[src/rtl/mirror_steer.sv]
module mirror_steer #(
  parameter int ADDR_W  = 32,
  parameter int CHUNK_W = 32,
  parameter int SEL_BIT = 15
) (
  input  logic                 clk,
  input  logic                 rst_n,
  input  logic                 cfg_mirror_en,
  input  logic                 cfg_interleave,
  input  logic                 cfg_sel_invert,
  input  logic                 cfg_faildown,
  input  logic                 cfg_survivor,
  input  logic                 req_valid,
  output logic                 req_ready,
  input  logic                 req_write,
  input  logic [ADDR_W-1:0]    req_addr,
  input  logic [2*CHUNK_W-1:0] req_wdata,
  output logic                 rsp_valid,
  input  logic                 rsp_ready,
  output logic [2*CHUNK_W-1:0] rsp_data,
  output logic                 a_cmd_valid,
  input  logic                 a_cmd_ready,
  output logic                 a_cmd_write,
  output logic                 a_cmd_mirror,
  output logic [ADDR_W-1:0]    a_cmd_addr,
  output logic [CHUNK_W-1:0]   a_cmd_data,
  input  logic                 a_rsp_valid,
  input  logic [CHUNK_W-1:0]   a_rsp_data,
  output logic                 b_cmd_valid,
  input  logic                 b_cmd_ready,
  output logic                 b_cmd_write,
  output logic                 b_cmd_mirror,
  output logic [ADDR_W-1:0]    b_cmd_addr,
  output logic [CHUNK_W-1:0]   b_cmd_data,
  input  logic                 b_rsp_valid,
  input  logic [CHUNK_W-1:0]   b_rsp_data
);
  localparam int LINE_W = 2 * CHUNK_W;

  typedef enum logic [1:0] {S_IDLE, S_CMD, S_WAIT, S_RSP} st_t;
  st_t st;

  logic [ADDR_W-1:0]  addr_q;
  logic [LINE_W-1:0]  wdata_q;
  logic [CHUNK_W-1:0] even_q, odd_q;
  logic wr_q, mir_q, pair_q, sel_q, ph;
  logic en_a, en_b, done_a, done_b;
  logic rcnt_a, rcnt_b, have_e, have_o;

  logic fd, sm, pr, chn;
  assign fd  = cfg_mirror_en & cfg_faildown;
  assign sm  = cfg_mirror_en & (req_addr[SEL_BIT] ^ cfg_sel_invert);
  assign pr  = cfg_mirror_en & (cfg_faildown | ~cfg_interleave);
  assign chn = cfg_faildown ? cfg_survivor : sm;

  assign req_ready = (st == S_IDLE);
  assign rsp_valid = (st == S_RSP);
  assign rsp_data  = {odd_q, even_q};

  assign a_cmd_valid  = (st == S_CMD) & en_a & ~done_a;
  assign a_cmd_write  = wr_q;
  assign a_cmd_mirror = ph;
  assign a_cmd_addr   = addr_q;
  assign a_cmd_data   = ph ? wdata_q[LINE_W-1:CHUNK_W] : wdata_q[CHUNK_W-1:0];

  assign b_cmd_valid  = (st == S_CMD) & en_b & ~done_b;
  assign b_cmd_write  = wr_q;
  assign b_cmd_mirror = ph;
  assign b_cmd_addr   = addr_q;
  assign b_cmd_data   = ph ? wdata_q[CHUNK_W-1:0] : wdata_q[LINE_W-1:CHUNK_W];

  logic dn_a, dn_b, phase_end, more;
  assign dn_a      = done_a | (a_cmd_valid & a_cmd_ready);
  assign dn_b      = done_b | (b_cmd_valid & b_cmd_ready);
  assign phase_end = (~en_a | dn_a) & (~en_b | dn_b);
  assign more      = ~ph & (wr_q ? mir_q : pair_q);

  logic cap_a, cap_b, idx_a, idx_b, got_e, got_o;
  assign cap_a = a_rsp_valid & en_a & ~wr_q & ((st == S_CMD) | (st == S_WAIT));
  assign cap_b = b_rsp_valid & en_b & ~wr_q & ((st == S_CMD) | (st == S_WAIT));
  assign idx_a = pair_q ? rcnt_a : sel_q;
  assign idx_b = ~(pair_q ? rcnt_b : sel_q);
  assign got_e = have_e | (cap_a & ~idx_a) | (cap_b & ~idx_b);
  assign got_o = have_o | (cap_a & idx_a) | (cap_b & idx_b);

  always_ff @(posedge clk or negedge rst_n) begin
    if (!rst_n) begin
      st      <= S_IDLE;
      addr_q  <= '0;
      wdata_q <= '0;
      even_q  <= '0;
      odd_q   <= '0;
      wr_q    <= 1'b0;
      mir_q   <= 1'b0;
      pair_q  <= 1'b0;
      sel_q   <= 1'b0;
      ph      <= 1'b0;
      en_a    <= 1'b0;
      en_b    <= 1'b0;
      done_a  <= 1'b0;
      done_b  <= 1'b0;
      rcnt_a  <= 1'b0;
      rcnt_b  <= 1'b0;
      have_e  <= 1'b0;
      have_o  <= 1'b0;
    end else begin
      case (st)
        S_IDLE: if (req_valid) begin
          st      <= S_CMD;
          addr_q  <= req_addr;
          wdata_q <= req_wdata;
          wr_q    <= req_write;
          mir_q   <= cfg_mirror_en;
          pair_q  <= pr;
          sel_q   <= sm;
          done_a  <= 1'b0;
          done_b  <= 1'b0;
          rcnt_a  <= 1'b0;
          rcnt_b  <= 1'b0;
          have_e  <= 1'b0;
          have_o  <= 1'b0;
          if (req_write) begin
            ph   <= 1'b0;
            en_a <= ~fd | ~cfg_survivor;
            en_b <= ~fd | cfg_survivor;
          end else begin
            ph   <= pr ? 1'b0 : sm;
            en_a <= ~pr | ~chn;
            en_b <= ~pr | chn;
          end
        end
        S_CMD: begin
          done_a <= dn_a;
          done_b <= dn_b;
          if (phase_end) begin
            if (more) begin
              ph     <= 1'b1;
              done_a <= 1'b0;
              done_b <= 1'b0;
            end else begin
              st <= wr_q ? S_IDLE : S_WAIT;
            end
          end
        end
        S_WAIT: if (got_e & got_o) st <= S_RSP;
        S_RSP:  if (rsp_ready) st <= S_IDLE;
        default: st <= S_IDLE;
      endcase
      if (cap_a) begin
        rcnt_a <= 1'b1;
        if (idx_a) begin odd_q <= a_rsp_data; have_o <= 1'b1; end
        else begin even_q <= a_rsp_data; have_e <= 1'b1; end
      end
      if (cap_b) begin
        rcnt_b <= 1'b1;
        if (idx_b) begin odd_q <= b_rsp_data; have_o <= 1'b1; end
        else begin even_q <= b_rsp_data; have_e <= 1'b1; end
      end
    end
  end
endmodule

[config.mk]
export PLATFORM = sky130hd
export DESIGN_NAME = mirror_steer
export DESIGN_NICKNAME = d
export VERILOG_FILES = /design/src/rtl/mirror_steer.sv
export SDC_FILE = /design/constraint.sdc
export NUM_CORES = 1
export LEC_CHECK = 0
export BUFFER_PORTS_ARGS = -buffer_cell sky130_fd_sc_hd__buf_4
export CORE_ASPECT_RATIO = 0.75
export CORE_MARGIN = 3
export CORE_UTILIZATION = 40
export DETAILED_ROUTE_END_ITERATION = 16
export PLACE_DENSITY = 0.73
export SYNTH_ARGS = -nofsm -noshare
export SYNTH_HDL_FRONTEND = slang
export SYNTH_SLANG_ARGS = --single-unit
export TNS_END_PERCENT = 50
[constraint.sdc]
create_clock -name clk -period 2.2 [get_ports clk]
set_input_delay 0.44 -clock clk [delete_from_list [all_inputs] [get_ports clk]]
set_output_delay 0.44 -clock clk [all_outputs]
set_load 0.01 [all_outputs]
==> run metrics <==
CP Max Fanout=31; startpoint types=flop; post-route ant nets=0; post-synth top area cell=dfrtp_1; HP Class=input port to flop; core area=20500 um^2; async set-reset flop share out of synthesis=100%; RSZ-0062 raised after global routing=no; Die Footprint=~23000 um^2; most common cell in the netlist=nand2_1; CP Capture Type=output pin; synth cell count leaders=nand2_1 (336), dfrtp_1 (175), mux2i_1 (69); Die Y-Extent=132 um; Vias=~7200; CTS tree=done; mapped cell area=approximately 8400 um^2; initial antenna violation count=1; top area cells in the synthesized netlist=dfrtp_1 (52%), nand2_1 (15%), mux2_2 (8.5%); initial drt markers=382; Final Power=about 18 mW; Pre-antenna DRT Iters=4; status=completed; Setup TNS=0 ns; Worst Max-Slew Pin Slew=approximately 0.43 ns; Synth top area share=51.9%; first-pass GRT wire length=between 30000 and 40000 um; residual DRC count=0; Final Hold Fails=0; PortBufs=approximately 370; Clock Tree Buf Depth=2; CTS H-Tree Depth=4; synthesized area per cell=9.52 um^2; Final nets=roughly 1400; GRT Residual Overflow=0; total CTS buffers=17; Power per Cell Area=around 1500 nW/um^2; WL final=approximately 25000 um; Synth Flop Type=dfrtp_1; max_slew headroom=~70%; clock latency on the worst-skew pair=roughly 0.42 ns; clock sinks=roughly 180; setup ws final=0.0838 ns; Syn Nets=roughly 1100; largest net degree at the start of global routing=73; max-slew violations=0; die span in x=174 um; min Tclk post-route=around 2.1 ns; clock root buffer=clkbuf_16; Seq/Total Area, Yosys=51.9%; library cells used by synthesis=39; DR WL/cell=16.2 um; GRT Overall Usage=between 20% and 30%; worst path required time=1.76 ns; Lkg Pwr=around 6.3 nW; VDD IR max=between 600 and 700 uV; Post-synth EDFFs=0; Setup WS pre-CTS=between 0.1 and 0.15 ns; Clock Skew=0.0120 ns; hold_ws=roughly 0.21 ns; YS warnings=0; I/O pin count=between 300 and 400; crit share post-route=96.2%; DP HPWL=18300 um; row cnt=45; fmax=0.473 GHz; number of global-route vias before repair=between 7000 and 8000; Diodes inserted=0; gpl congestion=0.806; Post-Syn Instances=886; Synth Register Bits=between 150 and 200; Area growth syn-to-layout=42.2%; Setup violations, final=0; layout cells sized above 1=~41%; Starting Density=about two fifths; mean number of vias per cell=about 4.7; clock transition at the registers of the reported paths=0.07 ns; Critical Path AT=1.68 ns; Max Cap Viol=0; kind of critical path=flop to output pin
[through the flow]
stage,instances,instance area [um^2],util (%)
after floorplan,886,8430,-
after global placement,1476,11400,55.5
after detailed placement,1476,11400,55.5
after CTS,1511,12000,58.5
after global routing,1511,12000,58.5
final,1511,12000,58.5
[area by class of cell]
cell class,count,area (um^2)
clock buffer,17,425
clock inverter,15,155
fill,1811,8500
inverter,7,26.3
multi-input combinational,617,3550
sequential,175,4380
tap,282,353
timing repair buffer,398,3090
[power breakdown]
group          switching [mW]  internal, mW
combinational            4.58          4.88
clock                    1.38          1.60
sequential               1.16          4.81
total                    7.12          11.3
[cells in the final DEF (no fill, tap or decap), drive strengths merged, types with 2 or more instances in the layout]
cell type  Yosys  final
nand2        336    336
a22o           2      2
nor3           2      2
ha             4      4
a211oi         3      3
clkinv         0      5
a21oi         36     36
dfrtp        175    175
nand2b         3      3
nor2          37     37
a21o           2      2
mux2          64     64
mux2i         70     70
buf           69    397
inv            7     13
nor3b          3      3
a31oi          2      2
nor2b          2      2
o21ai         33     33
o22a           2      2
clkinvlp       0      3
a41oi          2      2
and4b          2      2
clkbuf        18     17
[flip-flops by register name (all words and copies together) (netlist names), 32 cells and up, named ones only]
| register | count |
|---|---|
| wdata_q | 64 |
| a_cmd_addr | 32 |
| even_q | 32 |
| odd_q | 32 |
[layer usage]
metal / GRT usage (%) / part of all wire [%] / up-vias
li1: - / - / 3534
met1: 26.7 / 42 / 3367
met2: 35.5 / 49 / 243
met3: 5.67 / 6.8 / 27
met4: 5.49 / 1.7 / 2
met5: 0 / 0.082 / -
[worst max-delay path: stages, from the launching register on]
cell and delay (ns):
dfrtp_4 0.49, buf_12 0.22, mux2_2 0.39, buf_4 0.15
[path summary, 6_finish.rpt]
check	depth (start not counted)	slack, ns	startpoint	to
min in group asynchronous	2	0.39	rst_n	wdata_q[4]$_DFFE_PN0P_
hold / removal	3	0.21	req_wdata[48]	wdata_q[48]$_DFFE_PN0P_
setup / recovery	3	0.08	a_cmd_mirror$_DFFE_PN0P_	a_cmd_data[0]
max in group asynchronous	3	1.20	rst_n	a_cmd_addr[15]$_DFFE_PN0P_
hold reg to reg	2	0.48	mir_q$_DFFE_PN0P_	mir_q$_DFFE_PN0P_
setup reg to reg	7	0.15	st[0]$_DFFE_PN0P_	flop
[what timing repair did]
item,in CTS,in global routing
setup buffers,2,0
resized for setup,1,1
setup endpoints to repair,57,2
hold buffers,1,0
hold endpoints to repair,4,0
[cell families after synthesis]
| family | Yosys count | synth area share [%] |
|---|---|---|
| compound gates | 90 | 6.25 |
| flops | 175 | 51.9 |
| fa+ha+maj | 4 | 0.593 |
| simple gates | 388 | 18.0 |
| buf+inv | 94 | 6.25 |
| xor+xnor | 1 | 0.104 |
| mux | 134 | 16.9 |
Note: power is estimated with default switching activity, not from simulation.
